## src/rtl/sgio_irq_pkg.sv

```systemverilog
package sgio_irq_pkg;

    typedef enum logic [2:0] {
        CFG_ENABLE   = 3'd0,
        CFG_TRIGGER  = 3'd1,
        CFG_POLARITY = 3'd2,
        CFG_ACK      = 3'd3,
        CFG_MASTER   = 3'd4
    } cfg_kind_e;

    typedef enum logic [1:0] {
        TRIG_LEVEL = 2'd0,
        TRIG_BOTH  = 2'd1,
        TRIG_FALL  = 2'd2,
        TRIG_RISE  = 2'd3
    } trig_e;

    // True when the transition from 'was' to 'now' matches trigger type t.
    function automatic logic edge_seen(trig_e t, logic was, logic now);
        case (t)
            TRIG_BOTH: return was ^ now;
            TRIG_FALL: return was & ~now;
            TRIG_RISE: return ~was & now;
            default:   return 1'b0;
        endcase
    endfunction

endpackage

```

## src/rtl/sgio_irq_cfg.sv

```systemverilog
module sgio_irq_cfg
    import sgio_irq_pkg::*;
#(
    parameter int NPORT = 32,
    parameter int NBIT  = 4
) (
    input  logic                             clk,
    input  logic                             rst,
    input  logic                             we,
    input  logic [2:0]                       kind,
    input  logic [$clog2(2*NBIT)-1:0]        idx,
    input  logic [NPORT-1:0]                 wdata,
    output logic [NBIT-1:0][NPORT-1:0]       en_q,
    output logic [NBIT-1:0][NPORT-1:0]       tlo_q,
    output logic [NBIT-1:0][NPORT-1:0]       thi_q,
    output logic [NBIT-1:0][NPORT-1:0]       pol_q,
    output logic [NBIT-1:0][NPORT-1:0]       ack,
    output logic                             master_q
);
    localparam int IW = $clog2(2*NBIT);

    cfg_kind_e k;
    assign k = cfg_kind_e'(kind);

    always_ff @(posedge clk) begin
        if (rst) begin
            en_q     <= '0;
            tlo_q    <= '0;
            thi_q    <= '0;
            pol_q    <= '0;
            master_q <= 1'b0;
        end else if (we) begin
            for (int b = 0; b < NBIT; b++) begin
                if (idx == IW'(b)) begin
                    if (k == CFG_ENABLE)   en_q[b]  <= wdata;
                    if (k == CFG_TRIGGER)  tlo_q[b] <= wdata;
                    if (k == CFG_POLARITY) pol_q[b] <= wdata;
                end
                if (idx == IW'(NBIT + b) && k == CFG_TRIGGER)
                    thi_q[b] <= wdata;
            end
            if (k == CFG_MASTER) master_q <= wdata[0];
        end
    end

    // Write-one-to-clear pulses, applied at the same edge as the write.
    always_comb begin
        for (int b = 0; b < NBIT; b++) begin
            ack[b] = (we && k == CFG_ACK && idx == IW'(b)) ? wdata : '0;
        end
    end

endmodule

```

## src/rtl/sgio_irq_lane.sv

```systemverilog
module sgio_irq_lane
    import sgio_irq_pkg::*;
#(
    parameter int NPORT = 32
) (
    input  logic             clk,
    input  logic             rst,
    input  logic             strobe,
    input  logic [NPORT-1:0] sample,
    input  logic [NPORT-1:0] tlo,
    input  logic [NPORT-1:0] thi,
    input  logic [NPORT-1:0] pol,
    input  logic [NPORT-1:0] ack,
    output logic [NPORT-1:0] pending
);
    logic [NPORT-1:0] held_q;
    logic [NPORT-1:0] sticky_q;
    logic [NPORT-1:0] hit;
    logic [NPORT-1:0] edge_mode;
    logic [NPORT-1:0] level_on;

    always_comb begin
        trig_e t;
        for (int p = 0; p < NPORT; p++) begin
            t            = trig_e'({thi[p], tlo[p]});
            edge_mode[p] = (t != TRIG_LEVEL);
            hit[p]       = strobe && edge_seen(t, held_q[p], sample[p]);
            level_on[p]  = held_q[p] ^ pol[p];
            pending[p]   = edge_mode[p] ? sticky_q[p] : level_on[p];
        end
    end

    always_ff @(posedge clk) begin
        if (rst) begin
            held_q   <= '0;
            sticky_q <= '0;
        end else begin
            // A same-cycle edge wins over the acknowledge.
            sticky_q <= ((sticky_q & ~ack) | hit) & edge_mode;
            if (strobe) held_q <= sample;
        end
    end

endmodule

```

## src/rtl/sgio_irq_merge.sv

```systemverilog
module sgio_irq_merge #(
    parameter int NPORT = 32,
    parameter int NBIT  = 4
) (
    input  logic [NBIT-1:0][NPORT-1:0] pend,
    input  logic [NBIT-1:0][NPORT-1:0] en,
    input  logic                       master,
    output logic [NBIT*NPORT-1:0]      ident,
    output logic                       irq
);
    assign ident = pend & en;
    assign irq   = master & (|ident);
endmodule

```

## src/rtl/sgio_irq_unit.sv

```systemverilog
module sgio_irq_unit
    import sgio_irq_pkg::*;
#(
    parameter int NPORT = 32,
    parameter int NBIT  = 4
) (
    input  logic                          clk,
    input  logic                          rst,
    input  logic                          cfg_we,
    input  logic [2:0]                    cfg_kind,
    input  logic [$clog2(2*NBIT)-1:0]     cfg_idx,
    input  logic [NPORT-1:0]              cfg_wdata,
    input  logic                          smp_valid,
    input  logic [NBIT*NPORT-1:0]         smp_data,
    output logic [NBIT*NPORT-1:0]         ident,
    output logic                          irq
);
    logic [NBIT-1:0][NPORT-1:0] en_q, tlo_q, thi_q, pol_q, ack, pend;
    logic                       master_q;

    sgio_irq_cfg #(.NPORT(NPORT), .NBIT(NBIT)) u_cfg (
        .clk      (clk),
        .rst      (rst),
        .we       (cfg_we),
        .kind     (cfg_kind),
        .idx      (cfg_idx),
        .wdata    (cfg_wdata),
        .en_q     (en_q),
        .tlo_q    (tlo_q),
        .thi_q    (thi_q),
        .pol_q    (pol_q),
        .ack      (ack),
        .master_q (master_q)
    );

    for (genvar b = 0; b < NBIT; b++) begin : g_lane
        sgio_irq_lane #(.NPORT(NPORT)) u_lane (
            .clk     (clk),
            .rst     (rst),
            .strobe  (smp_valid),
            .sample  (smp_data[b*NPORT +: NPORT]),
            .tlo     (tlo_q[b]),
            .thi     (thi_q[b]),
            .pol     (pol_q[b]),
            .ack     (ack[b]),
            .pending (pend[b])
        );
    end

    sgio_irq_merge #(.NPORT(NPORT), .NBIT(NBIT)) u_merge (
        .pend   (pend),
        .en     (en_q),
        .master (master_q),
        .ident  (ident),
        .irq    (irq)
    );

endmodule

```

## config.mk

```make
export PLATFORM = sky130hd
export DESIGN_NAME = sgio_irq_unit
export DESIGN_NICKNAME = d
export VERILOG_FILES = /design/src/rtl/sgio_irq_pkg.sv /design/src/rtl/sgio_irq_cfg.sv /design/src/rtl/sgio_irq_lane.sv /design/src/rtl/sgio_irq_merge.sv /design/src/rtl/sgio_irq_unit.sv
export SDC_FILE = /design/constraint.sdc
export NUM_CORES = 2
export LEC_CHECK = 0
export BUFFER_PORTS_ARGS = -buffer_cell sky130_fd_sc_hd__buf_4
export CAP_MARGIN = 15
export CORE_MARGIN = 10
export CORE_UTILIZATION = 45
export DETAILED_ROUTE_END_ITERATION = 7
export SLEW_MARGIN = 10
export SYNTH_ARGS = -nofsm -noshare
export SYNTH_HDL_FRONTEND = slang
export SYNTH_SLANG_ARGS = --single-unit
```

## constraint.sdc

```tcl
create_clock -name clk -period 3 [get_ports clk]
set_input_delay 0.15 -clock clk [delete_from_list [all_inputs] [get_ports clk]]
set_output_delay 0.15 -clock clk [all_outputs]
set_load 0.05 [all_outputs]
```

Yosys cells after proc, flatten, opt, wreduce, memory -nomap -nowiden
Index checks and enable logic that the tools add are counted.
{"block": "totals", "output_inout_bits": 129, "latch_bits": 0, "memories": 0, "reg_bits": 769, "mem_bits_ro": 0, "ramBits": 0, "input_bits": 170}
{"block": "classes", "shift": 0, "order_cmp": 0, "muxes": 260, "n_mul": 0, "n_bitwise": 786, "n_div": 0, "n_addsub": 0, "reduce_logical": 285, "n_eq_ne": 395}
{"op": "equality test 2 bit, second input constant", "n": 256}
{"op": "one-hot mux 1 bit (3 select lines)", "n": 128}
{"op": "AND 1 bit", "n": 257}
{"op": "AND 32 bit", "n": 8}
{"op": "equality test 2 x 1 -> 1 bit, second input constant", "n": 128}
{"op": "NOT 1 bit", "n": 256}
{"op": "nonzero test 2 bit", "n": 128}
{"op": "bitwise XOR 1 bit", "n": 256}
{"op": "logical AND 1 bit", "n": 137}
{"op": "AND 128 bit", "n": 1}
{"op": "2-to-1 mux 1 bit", "n": 128}
{"op": "2-to-1 mux 32 bit", "n": 4}
{"op": "NOT 32 bit", "n": 4}
{"op": "OR 32 bit", "n": 4}
{"op": "OR reduction 128 bit", "n": 1}
{"op": "AND reduction 3 bit", "n": 12}
{"op": "equality test 3 bit, second input constant", "n": 5}
{"op": "equality test 3 x 2 -> 1 bit, second input constant", "n": 4}
{"op": "AND reduction 2 bit", "n": 5}
{"op": "equality test 3 x 1 -> 1 bit, second input constant", "n": 2}
{"op": "zero test 3 bit", "n": 2}

Depth between registers and ports, before layout
{"block": "depth", "depth_word": 8, "depth_mapped": 8, "depth_no_buf": 7}

Hierarchy
Synthesis repeated with hierarchy kept, for this count alone.
{"block": "hier_totals", "hier_cells": 4617, "area_unflattened_um2": 41437.2}
{"module": "sgio_irq_cfg", "instances": 1, "area_each_um2": 20549.7, "cells_each": 2052}
{"module": "sgio_irq_lane", "instances": 4, "area_each_um2": 4913.5, "cells_each": 594}
{"module": "sgio_irq_merge", "instances": 1, "area_each_um2": 1233.7, "cells_each": 189}

Least setup slack after synthesis
No wires, ideal clock.
{"block": "synth_path", "kind": "register -> output", "from": "reg g_lane[2].u_lane.held_q[31]", "to": "out irq", "slack_ns": 0.666, "stages_incl_launch_ff": 7, "n_path_buf": 0, "t_arrival_ns": 2.184, "required_time_ns": 2.850, "path_cell_list": "dfxtp_1 xor2_1 o311a_1 nor4_1 nor4b_2 nand4_1 o41a_1"}
{"block": "synth_via", "elab_chain_len": 5}
{"item": "start, declared", "line": "sgio_irq_lane.sv:16", "source": "logic [NPORT-1:0] held_q;"}
{"item": "start signal, assigned", "line": "sgio_irq_lane.sv:40", "source": "if (strobe) held_q <= sample;"}
{"item": "bitwise XOR 1 bit", "line": "sgio_irq_lane.sv:28", "source": "level_on[p] = held_q[p] ^ pol[p];"}
{"item": "2-to-1 mux 1 bit", "line": "sgio_irq_lane.sv:29", "source": "pending[p] = edge_mode[p] ? sticky_q[p] : level_on[p];"}
{"item": "AND 128 bit", "line": "sgio_irq_merge.sv:11", "source": "assign ident = pend & en;"}
{"item": "net ident[95]", "line": "sgio_irq_unit.sv:15", "source": "output logic [NBIT*NPORT-1:0] ident,"}
{"item": "OR reduction 128 bit", "line": "sgio_irq_merge.sv:12", "source": "assign irq = master & (|ident);"}
{"item": "AND 1 bit", "line": "sgio_irq_merge.sv:12"}
{"item": "end, declared", "line": "sgio_irq_unit.sv:16", "source": "output logic irq"}
The timed path passes the listed nets, and every way through them passes these cells.

Worst setup path in the final report
{"block": "layout_path", "from": "reg g_lane[1].u_lane.held_q[25]", "to": "out irq"}
{"block": "layout_via", "elab_chain_len": 5}
{"item": "start, declared", "line": "sgio_irq_lane.sv:16"}
{"item": "start signal, assigned", "line": "sgio_irq_lane.sv:40"}
{"item": "bitwise XOR 1 bit", "line": "sgio_irq_lane.sv:28"}
{"item": "2-to-1 mux 1 bit", "line": "sgio_irq_lane.sv:29"}
{"item": "AND 128 bit", "line": "sgio_irq_merge.sv:11"}
{"item": "OR reduction 128 bit", "line": "sgio_irq_merge.sv:12"}
{"item": "AND 1 bit", "line": "sgio_irq_merge.sv:12"}
Every way passes these cells.

==> metrics <==
Clk Tree Root Cell=clkbuf_16; final setup margin=-0.357 ns; number of setup violations in the final report=1; Initial Util=45.4%; Worst Path Buf+Inv=1; row count=106; Fill cells=7731; Clock Latency Late Sink=roughly 0.63 ns; CP max-delay cell=o41a_1; FF/Latch Area=~0.015 mm2; vias in the first global route=~32000; final net count=between 5000 and 6000; RSZ-0062 raised after global routing=true; Synth Flop Type=dfxtp_1; die width=slightly above 300 um; floorplan core area=around 0.084 mm2; initial antenna violation count=9; clk slew on worst S/H paths=approximately 0.060 ns; Die Footprint=about 0.096 mm2; largest net degree at the start of global routing=about 80; failing checks=negative setup slack; Fin. Hold Viols=0; Final Max Tran Viols=0; first-pass GRT wire length=187000 um; DRT Pass-1 Iters=5; CTS tree=done; Post-synth EDFFs=0; Final period util=112%; VDD IR-drop max=between 0.0003 and 0.0004 V; required time of the critical path=approximately 2.9 ns; GRT Util Overall=between 20 and 25%; maximum net fanout on the critical path=4; FFs w/ async S/R, synth=0%; CTS max path bufs=3; # port buffers=298; Hold Crit Class=input pin to register; Syn Area/Cell=between 8 and 9 um2; die height=about 310 um; CP endpoint kind=output port; Period minus WS final=between 3 and 4 ns; CTS sink count=~770; Util after Layout=55.1%; register area share after synthesis=between 40% and 50%; Hold Slack=roughly 0.044 ns; H-tree Lvls=3; post-CTS setup buffers=0; CP Launch Type=register; DRC=0; layout cells sized above 1=a little over an eighth; I/O pin total=between 200 and 300; Syn. warnings=0; critical path, cell by cell=xor2_1 > o311ai_1 > o2111ai_1 > nor4_1 > nand4_1 > o41a_1 > buf_6; Mapped Nets=5129; Max-Cap Viols=0; DR vias/cell=about 5.3; cts bufs inserted=87; Final Power=between 20 and 25 mW; Distinct cells, synth=37; synthesized area=0.0379 mm2; critical path type=register to output port; max_slew headroom=roughly 39%; leakage power=between 15 and 20 nW; flops & latches, synth=769; CP top delay family=compound AO/OA/AOI/OAI gates; Routability Congestion=just over 0.8; status=complete, but fails checks; Via Count=33000; GRT overflow=0; DR iter-0 viols=about 2300; Post-Synthesis Cells=4703; skew final=between 0.01 and 0.015 ns; Max Clk Rate=0.298 GHz; CP peak stage delay=0.56 ns; area of the multi-input gates=slightly above 0.02 mm2; antenna violation net count after detailed routing=0; drt wl/cell=between 15 and 20 um; hpwl dp=roughly 80000 um; Power Density=about 500 mW/mm2; Least-Margin Pin Slew=0.915 ns; Critical Path AT=3.21 ns; P&R area growth vs syn=21.3%; drt total wl=122000 um
cells by family after synthesis:
family | Yosys count | synth area share [%]
buffers and inverters | 568 | 5.78
adders and majority gates | 256 | 8.45
xor gates and xnor gates | 128 | 2.96
muxes | 390 | 10.7
AOI/OAI and AO/OA | 864 | 13.2
and+or+nand+nor | 1728 | 18.3
DFF | 769 | 40.6
layout make-up:
cell class / instances / share of cell area, %
multi-input combinational: 3366 / 44.7
sequential: 769 / 33.5
timing repair buffer: 549 / 10.5
clock buffer: 130 / 5.65
tap: 1080 / 2.94
inverter: 276 / 2.25
clock inverter: 22 / 0.522
antenna: 3 / 0.0163
registers in the layout, summed over array words and instances (netlist names):
| name | cells |
|---|---|
| u_cfg.master_q | 1 |
| g_lane.u_lane.sticky_q | 128 |
| u_cfg.en_q | 128 |
| u_cfg.tlo_q | 128 |
| u_cfg.pol_q | 128 |
| u_cfg.thi_q | 128 |
| g_lane.u_lane.held_q | 128 |
synth_stat cells (6+ instances only):
cell type	instances	share of area [%]
nor4b_2	6	0.24
o22ai_1	28	0.46
nor2_1	449	4.4
o21ai_0	208	2.7
o311a_1	28	0.74
xnor2_1	24	0.55
buf_2	47	0.62
buf_1	14	0.14
xor2_1	104	2.4
o21bai_1	43	0.85
nor4_1	17	0.28
dfxtp_1	769	41
inv_1	276	2.7
a22oi_1	128	2.5
o311ai_1	12	0.28
ha_1	256	8.4
nand2_1	1039	10
mux2_2	128	3.8
a21oi_1	408	5.4
mux2i_1	262	6.9
clkbuf_1	231	2.3
and2_1	10	0.16
nor3_1	185	2.4
report_power, final:
| group | internal, mW | switching (mW) |
|---|---|---|
| clock network | 6.38 | 4.30 |
| logic | 0.834 | 1.07 |
| registers | 10.3 | 0.146 |
placed cells by master (no fill, tap or decap), drive strengths merged, types with 187 or more instances in the layout:
| cell | Yosys | final |
|---|---|---|
| inv | 276 | 276 |
| o21ai | 208 | 208 |
| nor3 | 187 | 187 |
| nor2 | 449 | 449 |
| dfxtp | 769 | 769 |
| a21oi | 408 | 408 |
| mux2i | 262 | 262 |
| ha | 256 | 256 |
| buf | 61 | 378 |
| nand2 | 1039 | 1039 |
per-stage QoR:
| step | instances | worst slack [ns] | cell area (um2) | setup TNS (ns) |
|---|---|---|---|---|
| final | 6195 | -0.357 | 46000 | -0.357 |
| after global routing | 6193 | -0.429 | 46000 | -0.429 |
| after CTS | 6192 | -0.352 | 46000 | -0.352 |
| after detailed placement | 5869 | 0.0537 | 41300 | 0 |
| after global placement | 5869 | 0.0308 | 41300 | 0 |
| after floorplan | 4703 | 0.666 | 37900 | 0 |
worst paths after layout:
path | startpoint | to | slack (ns) | depth (start not counted)
hold reg to reg | u_cfg.en_q[41] | u_cfg.en_q[41] | 0.45 | 2
setup reg to reg | g_lane[2].u_lane.held_q[10] | g_lane[2].u_lane.sticky_q[10] | 1.54 | 7
setup / recovery | g_lane[1].u_lane.held_q[25] | irq | -0.36 | 7
hold / removal | smp_valid | g_lane[3].u_lane.held_q[4] | 0.04 | 3
worst register-to-register path: stages (launching register included):
cell and delay (ns):
dfxtp_1 0.40, inv_1 0.07, ha_1 0.17, mux2_2 0.26, nand2_1 0.07, o21ai_0 0.09
a22oi_1 0.20, nor3_1 0.06
per-layer routing:
metal	up-vias	GRT usage, %	wire length, um
li1	16300	-	-
met1	15600	31.6	53200
met2	857	41.3	57100
met3	193	5.20	8240
met4	8	8.34	3940
met5	-	0	46
what timing repair did:
action,in CTS,in global routing
endpoints found under the setup margin,1,1
hold buffers,171,0
pin swaps,4,0
cloned,0,0
gates resized for setup,16,6
hold endpoints to repair,644,0
(Power assumes the default switching activity.)
